### src/rtl/popc_pkg.sv
package popc_pkg;

  localparam int MAX_COLS = 32;
  localparam int HW = 8;  // bits per packed column height

  typedef logic [HW*MAX_COLS-1:0] heights_t;

  // Column heights before compression pass `lvl` (pass 0 sees the raw word).
  function automatic heights_t col_heights(input int n, input int ncols, input int lvl);
    int       h  [MAX_COLS];
    int       nh [MAX_COLS];
    heights_t r;
    for (int w = 0; w < MAX_COLS; w++) h[w] = 0;
    h[0] = n;
    for (int l = 0; l < lvl; l++) begin
      for (int w = 0; w < MAX_COLS; w++) nh[w] = 0;
      for (int w = 0; w < ncols; w++) begin
        nh[w] += (h[w] + 2) / 3;
        if (w + 1 < ncols) nh[w+1] += h[w] / 3 + ((h[w] % 3 == 2) ? 1 : 0);
      end
      for (int w = 0; w < MAX_COLS; w++) h[w] = nh[w];
    end
    r = '0;
    for (int w = 0; w < ncols; w++) r[HW*w +: HW] = HW'(h[w]);
    return r;
  endfunction

  function automatic int height_of(input heights_t r, input int w);
    return int'(r[HW*w +: HW]);
  endfunction

  // Number of passes until every column holds at most one bit.
  function automatic int tree_levels(input int n, input int ncols);
    heights_t r;
    int       lv;
    bit       more;
    lv   = 0;
    more = 1'b1;
    while (more && lv < 64) begin
      r    = col_heights(n, ncols, lv);
      more = 1'b0;
      for (int w = 0; w < ncols; w++) if (height_of(r, w) > 1) more = 1'b1;
      if (more) lv++;
    end
    return lv;
  endfunction

endpackage

### src/rtl/popc_fa.sv
module popc_fa (
  input  logic a,
  input  logic b,
  input  logic ci,
  output logic s,
  output logic co
);
  assign s  = a ^ b ^ ci;
  assign co = (a & b) | (ci & (a ^ b));
endmodule

### src/rtl/popc_level.sv
module popc_level #(
  parameter int N   = 32,
  parameter int W   = 6,
  parameter int LVL = 0,
  parameter bit REG = 1'b0
) (
  input  logic         clk,
  input  logic         rst,
  input  logic         in_valid,
  input  logic [W*N-1:0] in_bits,
  output logic         out_valid,
  output logic [W*N-1:0] out_bits
);
  localparam int G = (N + 2) / 3;
  localparam popc_pkg::heights_t HT = popc_pkg::col_heights(N, W, LVL);

  logic [W*G-1:0] sm;    // sum bits, column w group g at w*G+g
  logic [W*G-1:0] cy;    // carry bits produced by column w
  logic [W*N-1:0] nxt;   // column bits after this pass

  // Weighted value of a column vector: a bit in column w is worth 2^w.
  function automatic int unsigned wsum(input logic [W*N-1:0] v);
    int unsigned t;
    t = 0;
    for (int w = 0; w < W; w++)
      for (int i = 0; i < N; i++)
        t += int'(v[w*N+i]) << w;
    return t;
  endfunction

  for (genvar w = 0; w < W; w++) begin : g_col
    localparam int H  = popc_pkg::height_of(HT, w);
    localparam int S  = (H + 2) / 3;
    localparam int HP = (w > 0) ? popc_pkg::height_of(HT, (w > 0) ? w - 1 : 0) : 0;
    localparam int CP = HP / 3 + ((HP % 3 == 2) ? 1 : 0);

    for (genvar g = 0; g < G; g++) begin : g_grp
      if (3*g + 3 <= H) begin : g_full
        popc_fa u_fa (.a(in_bits[w*N+3*g]), .b(in_bits[w*N+3*g+1]), .ci(in_bits[w*N+3*g+2]),
                      .s(sm[w*G+g]), .co(cy[w*G+g]));
      end else if (3*g + 2 == H) begin : g_half
        popc_fa u_ha (.a(in_bits[w*N+3*g]), .b(in_bits[w*N+3*g+1]), .ci(1'b0),
                      .s(sm[w*G+g]), .co(cy[w*G+g]));
      end else if (3*g + 1 == H) begin : g_pass
        assign sm[w*G+g] = in_bits[w*N+3*g];
        assign cy[w*G+g] = 1'b0;
      end else begin : g_none
        assign sm[w*G+g] = 1'b0;
        assign cy[w*G+g] = 1'b0;
      end
    end

    // Next column: own sums first, then carries arriving from column w-1.
    for (genvar i = 0; i < N; i++) begin : g_pack
      if (i < S) begin : g_s
        assign nxt[w*N+i] = sm[w*G+i];
      end else if (i < S + CP) begin : g_c
        assign nxt[w*N+i] = cy[(w-1)*G+i-S];
      end else begin : g_z
        assign nxt[w*N+i] = 1'b0;
      end
    end
  end

  if (REG) begin : g_reg
    always_ff @(posedge clk) begin
      if (rst) out_valid <= 1'b0;
      else     out_valid <= in_valid;
    end
    always_ff @(posedge clk) out_bits <= nxt;

    // one cycle per registered pass, nothing dropped or invented
    p_valid_step_r5: assert property (@(posedge clk) disable iff (rst)
      in_valid |=> out_valid);
    p_valid_idle_r5: assert property (@(posedge clk) disable iff (rst)
      !in_valid |=> !out_valid);
    // reset empties this stage on the next cycle
    p_reset_clear_r6: assert property (@(posedge clk) rst |=> !out_valid);
  end else begin : g_comb
    assign out_valid = in_valid;
    assign out_bits  = nxt;
  end

  // the pass conserves the weighted value of its bits
  p_level_sum_r3: assert property (@(posedge clk) disable iff (rst)
    in_valid |-> wsum(nxt) == wsum(in_bits));
  // no carry escapes above the top column
  p_top_carry_r3: assert property (@(posedge clk) disable iff (rst)
    in_valid |-> cy[(W-1)*G +: G] == '0);

endmodule

### src/rtl/popc_out.sv
module popc_out #(
  parameter int N   = 32,
  parameter int W   = 6,
  parameter bit SAT = 1'b0
) (
  input  logic [W*N-1:0] in_bits,
  output logic [W-1:0]   raw_count,
  output logic [W-1:0]   out_count,
  output logic           out_over
);
  // After the last pass each column holds at most one set bit.
  for (genvar w = 0; w < W; w++) begin : g_bit
    assign raw_count[w] = |in_bits[w*N +: N];
  end

  assign out_over = |raw_count[W-1:2];

  if (SAT) begin : g_sat
    assign out_count = out_over ? W'(3) : {{(W-2){1'b0}}, raw_count[1:0]};
  end else begin : g_full
    assign out_count = raw_count;
  end
endmodule

### src/rtl/popc_csa.sv
module popc_csa #(
  parameter int          N         = 32,
  parameter logic [31:0] PIPE_MASK = 32'h0000_0005,
  parameter bit          SATURATE  = 1'b0,
  localparam int         CW        = $clog2(N + 1)
) (
  input  logic          clk,
  input  logic          rst,
  input  logic          in_valid,
  input  logic [N-1:0]  in_word,
  output logic          out_valid,
  output logic [CW-1:0] out_count,
  output logic          out_over
);
  localparam int LEVELS = popc_pkg::tree_levels(N, CW);

  logic [CW*N-1:0] stage_bits [LEVELS+1];
  logic            stage_v    [LEVELS+1];
  logic [CW-1:0]   raw_count;   // unclamped tree result, brought out for checks

  assign stage_bits[0] = {{((CW-1)*N){1'b0}}, in_word};
  assign stage_v[0]    = in_valid;

  for (genvar l = 0; l < LEVELS; l++) begin : g_lvl
    localparam bit RG = (l < 32) ? PIPE_MASK[l % 32] : 1'b0;
    popc_level #(.N(N), .W(CW), .LVL(l), .REG(RG)) u_level (
      .clk      (clk),
      .rst      (rst),
      .in_valid (stage_v[l]),
      .in_bits  (stage_bits[l]),
      .out_valid(stage_v[l+1]),
      .out_bits (stage_bits[l+1])
    );
  end

  popc_out #(.N(N), .W(CW), .SAT(SATURATE)) u_out (
    .in_bits  (stage_bits[LEVELS]),
    .raw_count(raw_count),
    .out_count(out_count),
    .out_over (out_over)
  );

  assign out_valid = stage_v[LEVELS];

  // flag from upper columns agrees with a magnitude compare
  p_over_flag_r7: assert property (@(posedge clk) disable iff (rst)
    out_valid |-> out_over == (raw_count > CW'(3)));

  if (SATURATE) begin : g_sat_chk
    // clamped output
    p_sat_clamp_r8: assert property (@(posedge clk) disable iff (rst)
      out_valid |-> (out_over ? (out_count == CW'(3)) : (out_count == raw_count)));
  end

endmodule

### config.mk
export PLATFORM = sky130hd
export DESIGN_NAME = popc_csa
export DESIGN_NICKNAME = d
export VERILOG_FILES = /design/src/rtl/popc_pkg.sv /design/src/rtl/popc_fa.sv /design/src/rtl/popc_level.sv /design/src/rtl/popc_out.sv /design/src/rtl/popc_csa.sv
export SDC_FILE = /design/constraint.sdc
export NUM_CORES = 1
export LEC_CHECK = 0
export ABC_AREA = 0
export BUFFER_PORTS_ARGS = -buffer_cell sky130_fd_sc_hd__buf_2
export CAP_MARGIN = 20
export CORE_AREA = 4 4 79 81
export CTS_CLUSTER_DIAMETER = 30
export DETAILED_ROUTE_END_ITERATION = 8
export DIE_AREA = 0 0 83 85
export PLACE_DENSITY = 0.49
export SETUP_SLACK_MARGIN = 0.1
export SYNTH_ARGS = -nofsm -noshare
export SYNTH_HDL_FRONTEND = slang
export SYNTH_SLANG_ARGS = --single-unit
### constraint.sdc
create_clock -name clk -period 4.4 [get_ports clk]
set_clock_uncertainty 0.15 [all_clocks]
set_input_delay 0.88 -clock clk [delete_from_list [all_inputs] [get_ports clk]]
set_output_delay 0.88 -clock clk [all_outputs]
set_load 0.01 [all_outputs]
==> key figures, run 1 <==
GRT
  – GRT Residual Overflow: 0
  – Initial antenna violation count: 0
  – First-pass GRT wire length: 3884 um
  – Largest net degree at the start of global routing: 11
  – GRT Overall Usage: 0.06898
  – Number of global-route vias before repair: 964

Detailed routing
  – Residual DRC count: 0
  – DR iter-0 viols: 5
  – Final wirelength: 2155 um
  – Vias: 817
  – WL/cell: 9.410 um
  – First-pass DRT Iterations: 3
  – ANT nets after route: 0
  – Vias per Instance: 3.568

Synth
  – Yosys cell types: 7
  – Cell type with the largest total area after synthesis: dfxtp_1
  – Top cell type's share of synthesized area: 0.4660
  – Number of synthesis warnings: 0
  – Net Count, Synth: 184
  – Synth Instances: between 100 and 150
  – Flops & latches, synth: 36
  – Ranking of synthesized cells by area: dfxtp_1, fa_1, inv_1
  – Register area share after synthesis: 0.4660
  – Avg Synthesized Cell Area: 13.57 sq um
  – Mapped cell area: about 1500 sq um

Cells and area
  – Footprint of the multi-input gates: 653.1 sq um
  – Fraction of layout instances using a drive strength above 1: 0.3121
  – Layout fillers: 557
  – Synth-to-Final Area Change: 22.73%
  – Most common cell after layout, fill and taps aside: buf_2
  – Sequential cell area: 720.7 sq um
  – Nets@finish: 227
  – Final Instance Area: 1898 sq um
  – Ant diodes: 0
  – Commonest non-fill, non-tap cells in the layout: buf_2, dfxtp_1, inv_1, fa_1, ha_1

Critical path
  – Arr. time, crit path: around 3100 ps
  – Setup Crit Path Kind: flop to output port
  – Kind of start point of the critical path: flop
  – Endpoint class of the critical path: output port
  – CP Data Required Time: 3370 ps
  – Maximum net fanout on the critical path: 2

Timing
  – Setup TNS: 0 ps
  – Setup ws final: 292.6 ps
  – Min Tclk post-route: 4107 ps
  – Fin. Hold Viols: 0
  – Worst-margin pin slew: roughly 120 ps
  – Achievable frequency: ~240 MHz
  – Slew headroom: 0.9229
  – Setup violators final: 0
  – Tcrit/Tclk final: 0.9335
  – Final Max Tran Viols: 0
  – RSZ-0062 raised after global routing: false

Power and ir drop
  – VDD IR max: 0.0004618 V
  – Leak pwr: 0.9728 nW
  – P per Cell Area: 616.8 nW/um^2

Floorplan
  – Placement Rows: 27
  – Top Ports: between 40 and 50
  – Die width: between 80 and 90 um
  – Initial core utilization: 0.2826
  – Core area: 5473 sq um
  – Die area: a little over 7000 sq um
  – Die Span Y: 85 um

Clock tree
  – Clock tree sinks: 36
  – CTS clk-pin slew, worst paths: 60 ps
  – Clock Root Buffer: clkbuf_8
  – H-tree depth: 2
  – CTS Buf Count: 5
  – CTS tree: yes
  – Clk buf depth: 2
  – Setup Buffers After CTS: 0
  – Hold_buf cts: 0
  – Worst-Skew Late Latency: 270 ps
  – # resized after CTS: 0

Place
  – Port bufs: between 40 and 50
  – Placed inst area: around 1800 sq um
  – Place WS: 567.1 ps
  – GPL Wtd Cong: 0.7110
  – Hpwl dp: ~2000 um

Run status
  – Status: finished clean

Job
  – Maxcap violations: 0

Hold path
  – Hold WC Path Type: flop to flop
==> worst paths after layout <==
path	startpoint	to	slack, ps	cells past startpoint
worst max-delay path	g_lvl[2].u_level.out_bits[64]$_DFF_P_	out_over	290	9
worst min-delay path	g_lvl[0].u_level.out_valid$_SDFF_PP0_	g_lvl[2].u_level.out_valid$_SDFF_PP0_	300	1
worst max register to register	g_lvl[0].u_level.out_bits[0]$_DFF_P_	g_lvl[2].u_level.out_bits[0]$_DFF_P_	2680	4
worst min register to register	g_lvl[0].u_level.out_valid$_SDFF_PP0_	g_lvl[2].u_level.out_valid$_SDFF_PP0_	300	1
==> cells by family (layout without fill, tap and decap cells) <==
logic type               Yosys count  count (layout)  share of synthesized area
AND/OR/NAND/NOR                    3               3                    0.01295
adder cells (fa/ha/maj)           35              35                     0.4094
flip-flops                        36              36                     0.4660
buffers and inverters             40              83                     0.1116
==> where the power goes <==
group,internal (mW),leakage (nW),switching [mW]
clock,0.139,0.0503,0.0986
combinational,0.235,0.620,0.286
sequential,0.390,0.303,0.0209
==> per-layer routing <==
layer  routed length, um  track usage
met5                   0            0
met4                  21      0.01783
met3                 203      0.03883
met2                1050       0.1108
met1                 881      0.07985
==> worst max-delay path: stages (launching register included) <==
cell,delay [ps]
dfxtp_1,310
inv_1,50
fa_1,500
fa_1,550
inv_1,40
ha_1,180
ha_1,190
fa_1,380
or4_1,460
buf_2,150
==> cell type report <==
cell class,instances,area share
sequential,36,0.3797
multi-input combinational,38,0.3441
timing repair buffer,42,0.1107
inverter,34,0.06724
clock buffer,7,0.05076
tap,72,0.04746
==> stage by stage <==
step | hold slack [ps] | utilization | cells | power [mW]
global placement | 283.3 | 0.3292 | 222 | 0.9382
global route | 308.4 | 0.3468 | 229 | 1.314
finish | 295.3 | 0.3468 | 229 | 1.171
floorplan | 263.8 | - | 114 | 0.8875
detailed placement | 283.5 | 0.3292 | 222 | 0.9622
CTS | 302.0 | 0.3468 | 229 | 1.207
==> state kept, by name, summed over array words and instances, names as in the netlist <==
signal,flops
g_lvl.u_level.out_valid,2
g_lvl.u_level.out_bits,34
==> synth_stat cells <==
| master | count |
|---|---|
| buf_4 | 6 |
| fa_1 | 26 |
| inv_1 | 34 |
| nor2b_1 | 2 |
| or4_1 | 1 |
| ha_1 | 9 |
| dfxtp_1 | 36 |
No activity file was read; power rests on OpenSTA's default activity.
==> run 2, diff against run 1 <==
--- a/config.mk
+++ b/config.mk
@@ -7,7 +7,7 @@
 export LEC_CHECK = 0
 export ABC_AREA = 0
 export BUFFER_PORTS_ARGS = -buffer_cell sky130_fd_sc_hd__buf_2
-export CAP_MARGIN = 20
+export CAP_MARGIN = 25
 export CORE_AREA = 4 4 79 81
 export CTS_CLUSTER_DIAMETER = 30
 export DETAILED_ROUTE_END_ITERATION = 8
==> constraint.sdc (replaced) <==
create_clock -name clk -period 4.4 [get_ports clk]
set_clock_uncertainty 0.15 [all_clocks]
set_input_delay 0.88 -clock clk [delete_from_list [all_inputs] [get_ports clk]]
set_output_delay 0.88 -clock clk [all_outputs]
set_load 0.1 [all_outputs]
==> run 2 against run 1 <==
Global-route usage unchanged; largest cell class unchanged; non-clock buffer count unchanged; final area up 1.1%; critical endpoint unchanged; fmax down 1.3%; via count up 0.24%; wire length about the same; sequential share of layout area down 0.42 points; worst hold slack unchanged.
==> key figures, run 2 (same netlist as run 1, synthesis figures left out) <==
Timing
  – Setup TNS: 0 ps
  – Worst-margin pin slew: slightly below 500 ps
  – Setup ws final: 237.0 ps
  – RSZ-0062 raised after global routing: false
  – Hold slack: 295.3 ps
  – Min Tclk post-route: 4163 ps
  – Slew headroom: 0.6731
  – Achievable frequency: around 240 MHz
  – Setup violators final: 0
  – Fin. Hold Viols: 0
  – Final Max Tran Viols: 0
  – Tcrit/Tclk final: 0.9461

Critical path
  – CP Data Required Time: about 3400 ps
  – Endpoint class of the critical path: output port
  – Setup Crit Path Kind: flop to output port
  – Arr. time, crit path: roughly 3100 ps
  – Maximum net fanout on the critical path: 2
  – Reg2reg path depth: 4
  – Kind of start point of the critical path: flop

Clock tree
  – Worst-Skew Late Latency: 270 ps
  – Setup Buffers After CTS: 0
  – H-tree depth: 2
  – CTS Buf Count: 5
  – Clock tree sinks: 36
  – CTS tree: yes
  – Clk buf depth: 2
  – Clock Root Buffer: clkbuf_8
  – CTS clk-pin slew, worst paths: 60 ps

Cells and area
  – Max FFs per register: 34
  – Ant diodes: 0
  – Commonest non-fill, non-tap cells in the layout: buf_2, dfxtp_1, inv_1, fa_1, ha_1
  – Largest Register: g_lvl.u_level.out_bits
  – Largest regs: g_lvl.u_level.out_bits (34), g_lvl.u_level.out_valid (2)
  – Synth-to-Final Area Change: 24.11%
  – Fraction of layout instances using a drive strength above 1: 0.3248
  – Most common cell after layout, fill and taps aside: buf_2
  – Nets@finish: 227

Place
  – Hpwl dp: 2007 um
  – GPL Wtd Cong: approximately 0.7
  – Place WS: 413.3 ps
  – Port bufs: 42

GRT
  – GRT Overall Usage: 0.06898
  – First-pass GRT wire length: 3884 um
  – Number of global-route vias before repair: 964
  – Largest net degree at the start of global routing: 11
  – GRT Residual Overflow: 0
  – Initial antenna violation count: 0

Detailed routing
  – WL/cell: 9.419 um
  – ANT nets after route: 0
  – Vias per Instance: 3.576
  – Vias: 819
  – Residual DRC count: 0
  – DR iter-0 viols: 5
  – First-pass DRT Iterations: 3
  – Final wirelength: 2157 um

Floorplan
  – Core area: 5473 sq um
  – Die area: a little over 7000 sq um
  – Die width: 83 um
  – Initial core utilization: 0.2826
  – Top Ports: 43
  – Die Span Y: roughly 85 um
  – Placement Rows: 27

Job
  – Maxcap violations: 0

Hold path
  – Hold WC Path Type: flop to flop
  – Hold depth: 1

Run status
  – Status: finished clean
## run 2: cell types whose count changed in the layout (fill, tap and decap cells not counted)
cell    delta
buf_2      -1
or4_1      -1
or4_4      +1
buf_12     +1
fa_1       -1
fa_2       +1
## run 2: critical path, stage by stage (launching register included)
cell and delay, ps:
dfxtp_1 310, inv_1 50, fa_1 500, fa_1 550
inv_1 40, ha_1 180, ha_1 190, fa_2 420
or4_4 440, buf_12 180
## run 2: final cells by class
class                   instances  area (sq um)
inverters                      34         127.6
repair buffers                 42         225.2
clock buffers                   7         96.34
fillers                       554          3553
well taps                      72         90.09
flip-flops and latches         36         720.7
multi-input cells              38         659.4
## run 2: worst paths after layout
kind / startpoint / endpoint / slack (ps)
setup / recovery: g_lvl[2].u_level.out_bits[64]$_DFF_P_ / out_over / 240
hold / removal: g_lvl[0].u_level.out_valid$_SDFF_PP0_ / g_lvl[2].u_level.out_valid$_SDFF_PP0_ / 300
setup reg to reg: g_lvl[0].u_level.out_bits[0]$_DFF_P_ / g_lvl[2].u_level.out_bits[0]$_DFF_P_ / 2680
hold reg to reg: g_lvl[0].u_level.out_valid$_SDFF_PP0_ / g_lvl[2].u_level.out_valid$_SDFF_PP0_ / 300
## run 2: what timing repair did
item / 4_1_cts / 5_1_grt
hold buffers: 0 / 0
gates resized for setup: 0 / 7
setup endpoints to repair: 0 / 1
## run 2: stage by stage
| step | util | instance area [sq um] | std cells |
|---|---|---|---|
| finish | 0.3507 | 1919 | 229 |
| global route | 0.3507 | 1919 | 229 |
| CTS | 0.3468 | 1898 | 229 |
| detailed placement | 0.3292 | 1802 | 222 |
| global placement | 0.3292 | 1802 | 222 |
| floorplan | - | 1546 | 114 |
## run 2: layer usage
layer,wire (um),track usage
met3,198,0.03883
met5,0,0
met2,1054,0.1108
met4,21,0.01783
met1,883,0.07985
Power of run 2 is left out: the tool's default activity adds up to more than one toggle a clock period on the data nets, which glitch-free logic cannot reach.
